**src/rtl/hbo_pkg.sv**
```systemverilog
// Shared types and constants for the half-duplex backoff controller.
// Assumes: exponent caps never exceed MAX_EXP.
package hbo_pkg;
    localparam int MAX_EXP = 10;

    typedef enum logic [1:0] {
        ST_IDLE = 2'd0,
        ST_TXING = 2'd1,
        ST_WAIT = 2'd2
    } hbo_state_e;

    // Maps the 2-bit limit code to the exponent cap L.
    function automatic logic [3:0] exp_cap(input logic [1:0] code);
        case (code)
            2'b00:   return 4'd10;
            2'b01:   return 4'd8;
            2'b10:   return 4'd4;
            default: return 4'd1;
        endcase
    endfunction
endpackage

```
**src/rtl/hbo_lfsr.sv**
```systemverilog
// Free-running Galois LFSR, the random source for backoff draws.
// Assumes: SEED is nonzero and TAPS describe a maximal polynomial.
module hbo_lfsr #(
    parameter int W = 16,
    parameter logic [W-1:0] TAPS = 16'hB400,
    parameter logic [W-1:0] SEED = 16'hACE1
) (
    input  logic         clk,
    input  logic         rst_n,
    output logic [W-1:0] rnd_o
);
    logic [W-1:0] state;

    // Advance the shift register every cycle.
    always_ff @(posedge clk) begin
        if (!rst_n) state <= SEED;
        else        state <= (state >> 1) ^ (state[0] ? TAPS : '0);
    end

    assign rnd_o = state;

    AST_LFSR_ALIVE: assert property (@(posedge clk) disable iff (!rst_n)
        state != '0);
endmodule

```
**src/rtl/hbo_slot_timer.sv**
```systemverilog
// Counts down a number of slot times, each SLOT_BITS bit ticks long.
// Assumes: load_i and run_i are never high together; SLOT_BITS >= 2.
module hbo_slot_timer #(
    parameter int SLOT_BITS = 512,
    parameter int RAND_W = 10
) (
    input  logic              clk,
    input  logic              rst_n,
    input  logic              load_i,
    input  logic [RAND_W-1:0] load_val_i,
    input  logic              run_i,
    input  logic              tick_i,
    output logic              done_o
);
    localparam int BIT_W = $clog2(SLOT_BITS);
    localparam logic [BIT_W-1:0] LAST_BIT = BIT_W'(SLOT_BITS - 1);

    logic [RAND_W-1:0] slots_left;
    logic [BIT_W-1:0]  bit_cnt;

    // Load a new wait, or step the bit and slot counters on each tick.
    always_ff @(posedge clk) begin
        if (!rst_n) begin
            slots_left <= '0;
            bit_cnt    <= '0;
        end else if (load_i) begin
            slots_left <= load_val_i;
            bit_cnt    <= '0;
        end else if (run_i && tick_i && slots_left != '0) begin
            if (bit_cnt == LAST_BIT) begin
                bit_cnt    <= '0;
                slots_left <= slots_left - 1'b1;
            end else begin
                bit_cnt <= bit_cnt + 1'b1;
            end
        end
    end

    assign done_o = run_i && (slots_left == '0);

    AST_SLOTS_NO_RISE: assert property (@(posedge clk) disable iff (!rst_n)
        !load_i |=> slots_left <= $past(slots_left));
    AST_FROZEN_NO_TICK: assert property (@(posedge clk) disable iff (!rst_n)
        (!load_i && !tick_i) |=> $stable(slots_left) && $stable(bit_cnt));
endmodule

```
**src/rtl/hdx_backoff_ctrl.sv**
```systemverilog
// Half-duplex collision backoff controller: tracks attempts per frame,
// draws a masked random slot count per collision, times the wait and
// permits a retry, or aborts on single-attempt mode or attempt exhaustion.
// Assumes: strobes are one cycle wide; bit_tick_i is synchronous to clk.
module hdx_backoff_ctrl #(
    parameter int SLOT_BITS = 512,
    parameter int MAX_ATTEMPTS = 16,
    parameter int LFSR_W = 16
) (
    input  logic       clk,
    input  logic       rst_n,
    input  logic       half_duplex_i,
    input  logic       frame_start_i,
    input  logic       frame_done_i,
    input  logic       collision_i,
    input  logic [1:0] limit_sel_i,
    input  logic       single_attempt_i,
    input  logic       bit_tick_i,
    output logic       retry_ok_o,
    output logic       backoff_busy_o,
    output logic       abort_o,
    output logic       excess_col_o
);
    import hbo_pkg::*;

    localparam int RAND_W = MAX_EXP;
    localparam int ATT_W = $clog2(MAX_ATTEMPTS + 1);
    localparam logic [ATT_W-1:0] ATT_LAST = ATT_W'(MAX_ATTEMPTS);

    hbo_state_e        state;
    logic [ATT_W-1:0]  attempts;
    logic [LFSR_W-1:0] rnd;
    logic [ATT_W-1:0]  cap_w;
    logic [ATT_W-1:0]  k_w;
    logic [RAND_W-1:0] mask;
    logic [RAND_W-1:0] draw;
    logic              accept;
    logic              give_up;
    logic              tmr_load;
    logic              tmr_done;

    hbo_lfsr #(.W(LFSR_W)) u_lfsr (
        .clk   (clk),
        .rst_n (rst_n),
        .rnd_o (rnd)
    );

    // Exponent k = min(n, L) and the matching low-bit mask.
    always_comb begin
        cap_w = ATT_W'(exp_cap(limit_sel_i));
        k_w   = (attempts < cap_w) ? attempts : cap_w;
        for (int i = 0; i < RAND_W; i++) begin
            mask[i] = (ATT_W'(i) < k_w);
        end
        draw = rnd[RAND_W-1:0] & mask;
    end

    // Collision qualification and the retry-or-abort decision.
    assign accept   = (state == ST_TXING) && half_duplex_i && collision_i
                      && !frame_start_i && !frame_done_i;
    assign give_up  = single_attempt_i || (attempts >= ATT_LAST);
    assign tmr_load = accept && !give_up;

    hbo_slot_timer #(.SLOT_BITS(SLOT_BITS), .RAND_W(RAND_W)) u_timer (
        .clk        (clk),
        .rst_n      (rst_n),
        .load_i     (tmr_load),
        .load_val_i (draw),
        .run_i      (state == ST_WAIT),
        .tick_i     (bit_tick_i),
        .done_o     (tmr_done)
    );

    // Frame state machine, attempt count and registered outputs.
    always_ff @(posedge clk) begin
        if (!rst_n) begin
            state        <= ST_IDLE;
            attempts     <= '0;
            retry_ok_o   <= 1'b0;
            abort_o      <= 1'b0;
            excess_col_o <= 1'b0;
        end else begin
            retry_ok_o <= 1'b0;
            abort_o    <= 1'b0;
            case (state)
                ST_IDLE: begin
                    if (frame_start_i) begin
                        state        <= ST_TXING;
                        attempts     <= ATT_W'(1);
                        excess_col_o <= 1'b0;
                    end
                end
                ST_TXING: begin
                    if (frame_start_i) begin
                        attempts     <= ATT_W'(1);
                        excess_col_o <= 1'b0;
                    end else if (frame_done_i) begin
                        state <= ST_IDLE;
                    end else if (accept && give_up) begin
                        state   <= ST_IDLE;
                        abort_o <= 1'b1;
                    end else if (accept) begin
                        state    <= ST_WAIT;
                        attempts <= attempts + 1'b1;
                    end
                end
                ST_WAIT: begin
                    if (tmr_done) begin
                        state      <= ST_TXING;
                        retry_ok_o <= 1'b1;
                    end
                end
                default: state <= ST_IDLE;
            endcase
            if (abort_o) excess_col_o <= 1'b1;
        end
    end

    assign backoff_busy_o = (state == ST_WAIT);

    AST_ABORT_HAS_CAUSE: assert property (@(posedge clk) disable iff (!rst_n)
        abort_o |-> $past(collision_i && half_duplex_i));
    AST_SINGLE_SHOT: assert property (@(posedge clk) disable iff (!rst_n)
        (accept && single_attempt_i) |=> abort_o && !backoff_busy_o);
    AST_RETRY_ENDS_WAIT: assert property (@(posedge clk) disable iff (!rst_n)
        retry_ok_o |-> $past(backoff_busy_o) && !backoff_busy_o);
    AST_WAIT_IGNORES_COLL: assert property (@(posedge clk) disable iff (!rst_n)
        backoff_busy_o |=> !abort_o);
    AST_FDX_QUIET: assert property (@(posedge clk) disable iff (!rst_n)
        !half_duplex_i |=> !abort_o && !$rose(backoff_busy_o));
    AST_ATTEMPT_CAP: assert property (@(posedge clk) disable iff (!rst_n)
        attempts <= ATT_LAST);
    AST_START_CLEARS: assert property (@(posedge clk) disable iff (!rst_n)
        (frame_start_i && state != ST_WAIT) |=> !excess_col_o);
endmodule

```
**config.mk**
```make
export PLATFORM = sky130hd
export DESIGN_NAME = hdx_backoff_ctrl
export DESIGN_NICKNAME = d
export VERILOG_FILES = /design/src/rtl/hbo_pkg.sv /design/src/rtl/hbo_lfsr.sv /design/src/rtl/hbo_slot_timer.sv /design/src/rtl/hdx_backoff_ctrl.sv
export SDC_FILE = /design/constraint.sdc
export NUM_CORES = 1
export LEC_CHECK = 0
export BUFFER_PORTS_ARGS = -buffer_cell sky130_fd_sc_hd__buf_2
export CORE_UTILIZATION = 40
export DETAILED_ROUTE_END_ITERATION = 8
export GPL_TIMING_DRIVEN = 0
export RECOVER_POWER = 25
export SLEW_MARGIN = 25
export SYNTH_ARGS = -nofsm -noshare
export SYNTH_HDL_FRONTEND = slang
export SYNTH_SLANG_ARGS = --single-unit
export TNS_END_PERCENT = 100
```
**constraint.sdc**
```tcl
create_clock -name clk -period 4.1 [get_ports clk]
set_input_delay 1.025 -clock clk [delete_from_list [all_inputs] [get_ports clk]]
set_output_delay 1.025 -clock clk [all_outputs]
set_load 0.02 [all_outputs]
```
==> run_results.csv <==
group,metric,value,unit
global_route,grt_overflow,0,
detailed_routing,drc,0,
detailed_routing,ant_nets,0,
detailed_routing,drtIter0Drc,62,
cts,cts_tree,"yes",
synthesis,synth.largest_area_cell,"dfxtp_1",
power_and_ir_drop,total_power,0.0008666,W
setup_path,path_max_fanout,9,
setup_path,cp_slowest_cell,"o311ai_1",
synthesis,ys_seq_elements,45,
timing,max_freq,0.3581,GHz
die,initial_utilization,0.4240,
global_route,grt_usage,0.1596,
detailed_routing,viasPerCell,5.234,
global_route,grt_max_degree,14,
timing,period_share,0.6811,
timing,setup_ws,1.307,ns
global_route,antenna_found_initial,0,
outcome,status,"finished clean",
timing,fin_crit,2.793,ns
synthesis,synth_cell_types,52,
placement,dp_slack,0.9987,ns
layout,layout-drive-gt1-share,0.1217,
die,dieWidth,76.28,um
setup_path,r2r_slack,1.78,ns
min_path,hp-class,"reg -> reg",
placement,place.gp.congestion,0.8148,
cts,htree_levels,2,
synthesis,ys_seq_area_frac,0.4082,
timing,setup_viol,0,
die,dieArea,5819,sq um
min_path,min_to,"u_lfsr.rnd_o[11]$_SDFF_PN1_",
layout,syn2layout_area_growth,12.13,%
layout,finalNetCount,279,
synthesis,yosysWarnings,0,
power_and_ir_drop,power.leakage,0.9924,nW
synthesis,synthTopCellsByArea,"dfxtp_1, nor2_1, xor2_1",
power_and_ir_drop,powerDensity,350.2,nW/um^2
global_route,grt_pass1_vias,1596,
layout,final_cells,333,
placement,io_buffers,13,
setup_path,arrival,2.96,ns
setup_path,critPathMostFrequentCell,"o311ai_1",
global_route,grt_pass1_wl,7.369,mm
min_path,worstHoldPathCells,1,
synthesis,synth_fp_nets,259,
synthesis,synthArstFlopShare,0,
cts,clock_latency,0.29,ns
timing,rsz0062_at_grt,"false",
die,core_area,5205,sq um
setup_path,worstPathRequired,4.26,ns
setup_path,max_stage_delay,0.41,ns
cts,hold_buffers,0,
placement,place_inst,325,
cts,postCtsSetupBuffers,0,
synthesis,synthesis.area,2207,sq um
timing,final_max_slew_viol_count,0,
placement,dp_hpwl,3.187,mm
min_path,worstHoldStart,"u_lfsr.rnd_o[12]$_SDFF_PN0_",
cts,ctsResizeCount,0,
setup_path,reg2reg_from,"u_timer.bit_cnt[2]$_SDFFE_PP0P_",
detailed_routing,route.vias.total,1743,
cts,clock-root-buffer,"clkbuf_8",
setup_path,worstSetupStartpointType,"input pin",
synthesis,avgSynthCellArea,9.120,sq um
setup_path,reg2reg_to,"u_timer.slots_left[4]$_SDFFE_PN0P_",
cts,clock_sinks,45,
die,die_y,76.28,um
die,rows,26,
setup_path,r2r_cells,9,
detailed_routing,drt_wl_total,4.321,mm
synthesis,synth.top_cell.area_share,0.4082,
die,io_pins,14,
timing,finClkSkew,0.002622,ns
timing,tightest_slew,0.5358,ns
job,maxCapViolations,0,
timing,finalHoldViolCount,0,
detailed_routing,first_pass_iters,4,
setup_path,end_kind,"flip-flop",
layout,antenna_cells,0,
synthesis,synthCells,242,
setup_path,path_class,"in -> reg",
cts,clkTransAtPathRegs,0.08,ns
synthesis,synth-edff-count,0,
cts,cts_max_path_buffers,2,
setup_path,cp_cell_sequence,"buf_2, clkbuf_1, ha_1, a211o_1, o311ai_1, nand2_1, o311ai_1, a21oi_1",
cts,cts_buffers,5,
power_and_ir_drop,irDropWorstVdd,0.2511,mV
synthesis,synth_ff_type,"dfxtp_1",
detailed_routing,wl_per_cell,12.98,um
timing,fin_tns_setup,0,ns
timing,maxSlewHeadroom,0.6428,
[layout make-up]
cell class | instances | area [sq um]
inverter | 9 | 33.78
sequential | 45 | 900.9
tap | 70 | 87.58
clock buffer | 7 | 86.33
clock inverter | 1 | 30.03
timing repair buffer | 13 | 63.81
fill | 502 | 2730
multi-input combinational | 181 | 1244
buffer | 7 | 28.78
[power breakdown]
part	internal (W)	total, W	switching, W
sequential	0.000450	0.000460	0.00000975
clock	0.000199	0.000345	0.000146
combinational	0.0000264	0.0000619	0.0000355
[registers in the layout, indices dropped and copies added (netlist names)]
signal	cells
u_timer.bit_cnt	9
retry_ok_o	1
u_timer.slots_left	10
excess_col_o	1
state	2
abort_o	1
attempts	5
u_lfsr.rnd_o	16
[metrics by stage]
step / hold slack, ns / utilization / instance area (sq um)
floorplan: 0.3863 / - / 2207
global placement: 0.4078 / 0.4534 / 2360
detailed placement: 0.4097 / 0.4534 / 2360
CTS: 0.4397 / 0.4757 / 2476
global route: 0.4547 / 0.4755 / 2475
finish: 0.4358 / 0.4755 / 2475
[logic make-up (layout without fill, tap and decap cells)]
| logic type | after synthesis | in the layout | share of synthesized area |
|---|---|---|---|
| compound gates | 45 | 45 | 0.1633 |
| xor+xnor | 18 | 18 | 0.07143 |
| fa+ha+maj | 7 | 7 | 0.03968 |
| buf+inv | 16 | 37 | 0.02834 |
| flops | 45 | 45 | 0.4082 |
| mux | 3 | 3 | 0.01417 |
| simple gates | 108 | 108 | 0.2749 |
[cell usage in the layout (no fill, tap or decap), types with 3 or more instances in the layout]
master,synthesis,layout
dfxtp_1,45,45
nor2_1,27,27
nand2_1,20,20
buf_2,2,14
xor2_1,11,11
nand3_1,10,10
a21oi_1,10,10
inv_1,9,9
clkbuf_1,5,7
xnor2_1,7,7
nand2b_1,7,7
ha_1,7,7
and2_1,9,6
and3_1,6,6
nand4_1,6,6
clkbuf_8,0,6
nor3_1,5,5
a211oi_1,3,3
and2_0,0,3
or3_1,3,3
nor2b_1,3,3
o2111ai_1,3,3
o311ai_1,3,3
o211ai_1,3,3
o22ai_1,3,3
[layer usage]
metal / global-route usage / routed length (um) / vias up
met1: 0.2201 / 2314 / 792
met4: 0.06346 / 72 / 0
met5: 0 / 0 / -
met3: 0.03593 / 131 / 8
li1: - / - / 921
met2: 0.2405 / 1802 / 22
[how the worst max path moves through the flow]
stage                              start                                  to
after floorplan           limit_sel_i[1]  u_timer.slots_left[0]$_SDFFE_PN0P_
after global placement    limit_sel_i[1]  u_timer.slots_left[1]$_SDFFE_PN0P_
after detailed placement  limit_sel_i[1]  u_timer.slots_left[1]$_SDFFE_PN0P_
after CTS                 limit_sel_i[1]  u_timer.slots_left[1]$_SDFFE_PN0P_
after global routing      limit_sel_i[1]  u_timer.slots_left[1]$_SDFFE_PN0P_
final                     limit_sel_i[1]  u_timer.slots_left[0]$_SDFFE_PN0P_
[synthesized netlist by cell type, drive strengths merged (2+ instances only)]
library cell	number
nand3	10
nand4b	2
nor2	27
o211ai	3
and2	9
nor3	5
a21oi	10
ha	7
a31oi	2
o2111ai	3
nand3b	2
or3	3
a211o	2
a211oi	4
nand2b	7
o22ai	4
xor2	11
inv	9
buf	2
o21ai	2
nand4	6
and3	6
nor4	3
o31ai	2
dfxtp	45
mux2i	2
o311ai	3
or4	2
xnor2	7
nand2	20
clkbuf	5
nor2b	3
[critical path: cells and delay by family]
kind / cells / cell delay [ns]
AO/OA/AOI/OAI: 4 / 1.11
adder cells (fa/ha/maj): 1 / 0.34
buffers and inverters: 2 / 0.23
AND/OR/NAND/NOR: 1 / 0.24
(Power assumes the default switching activity.)
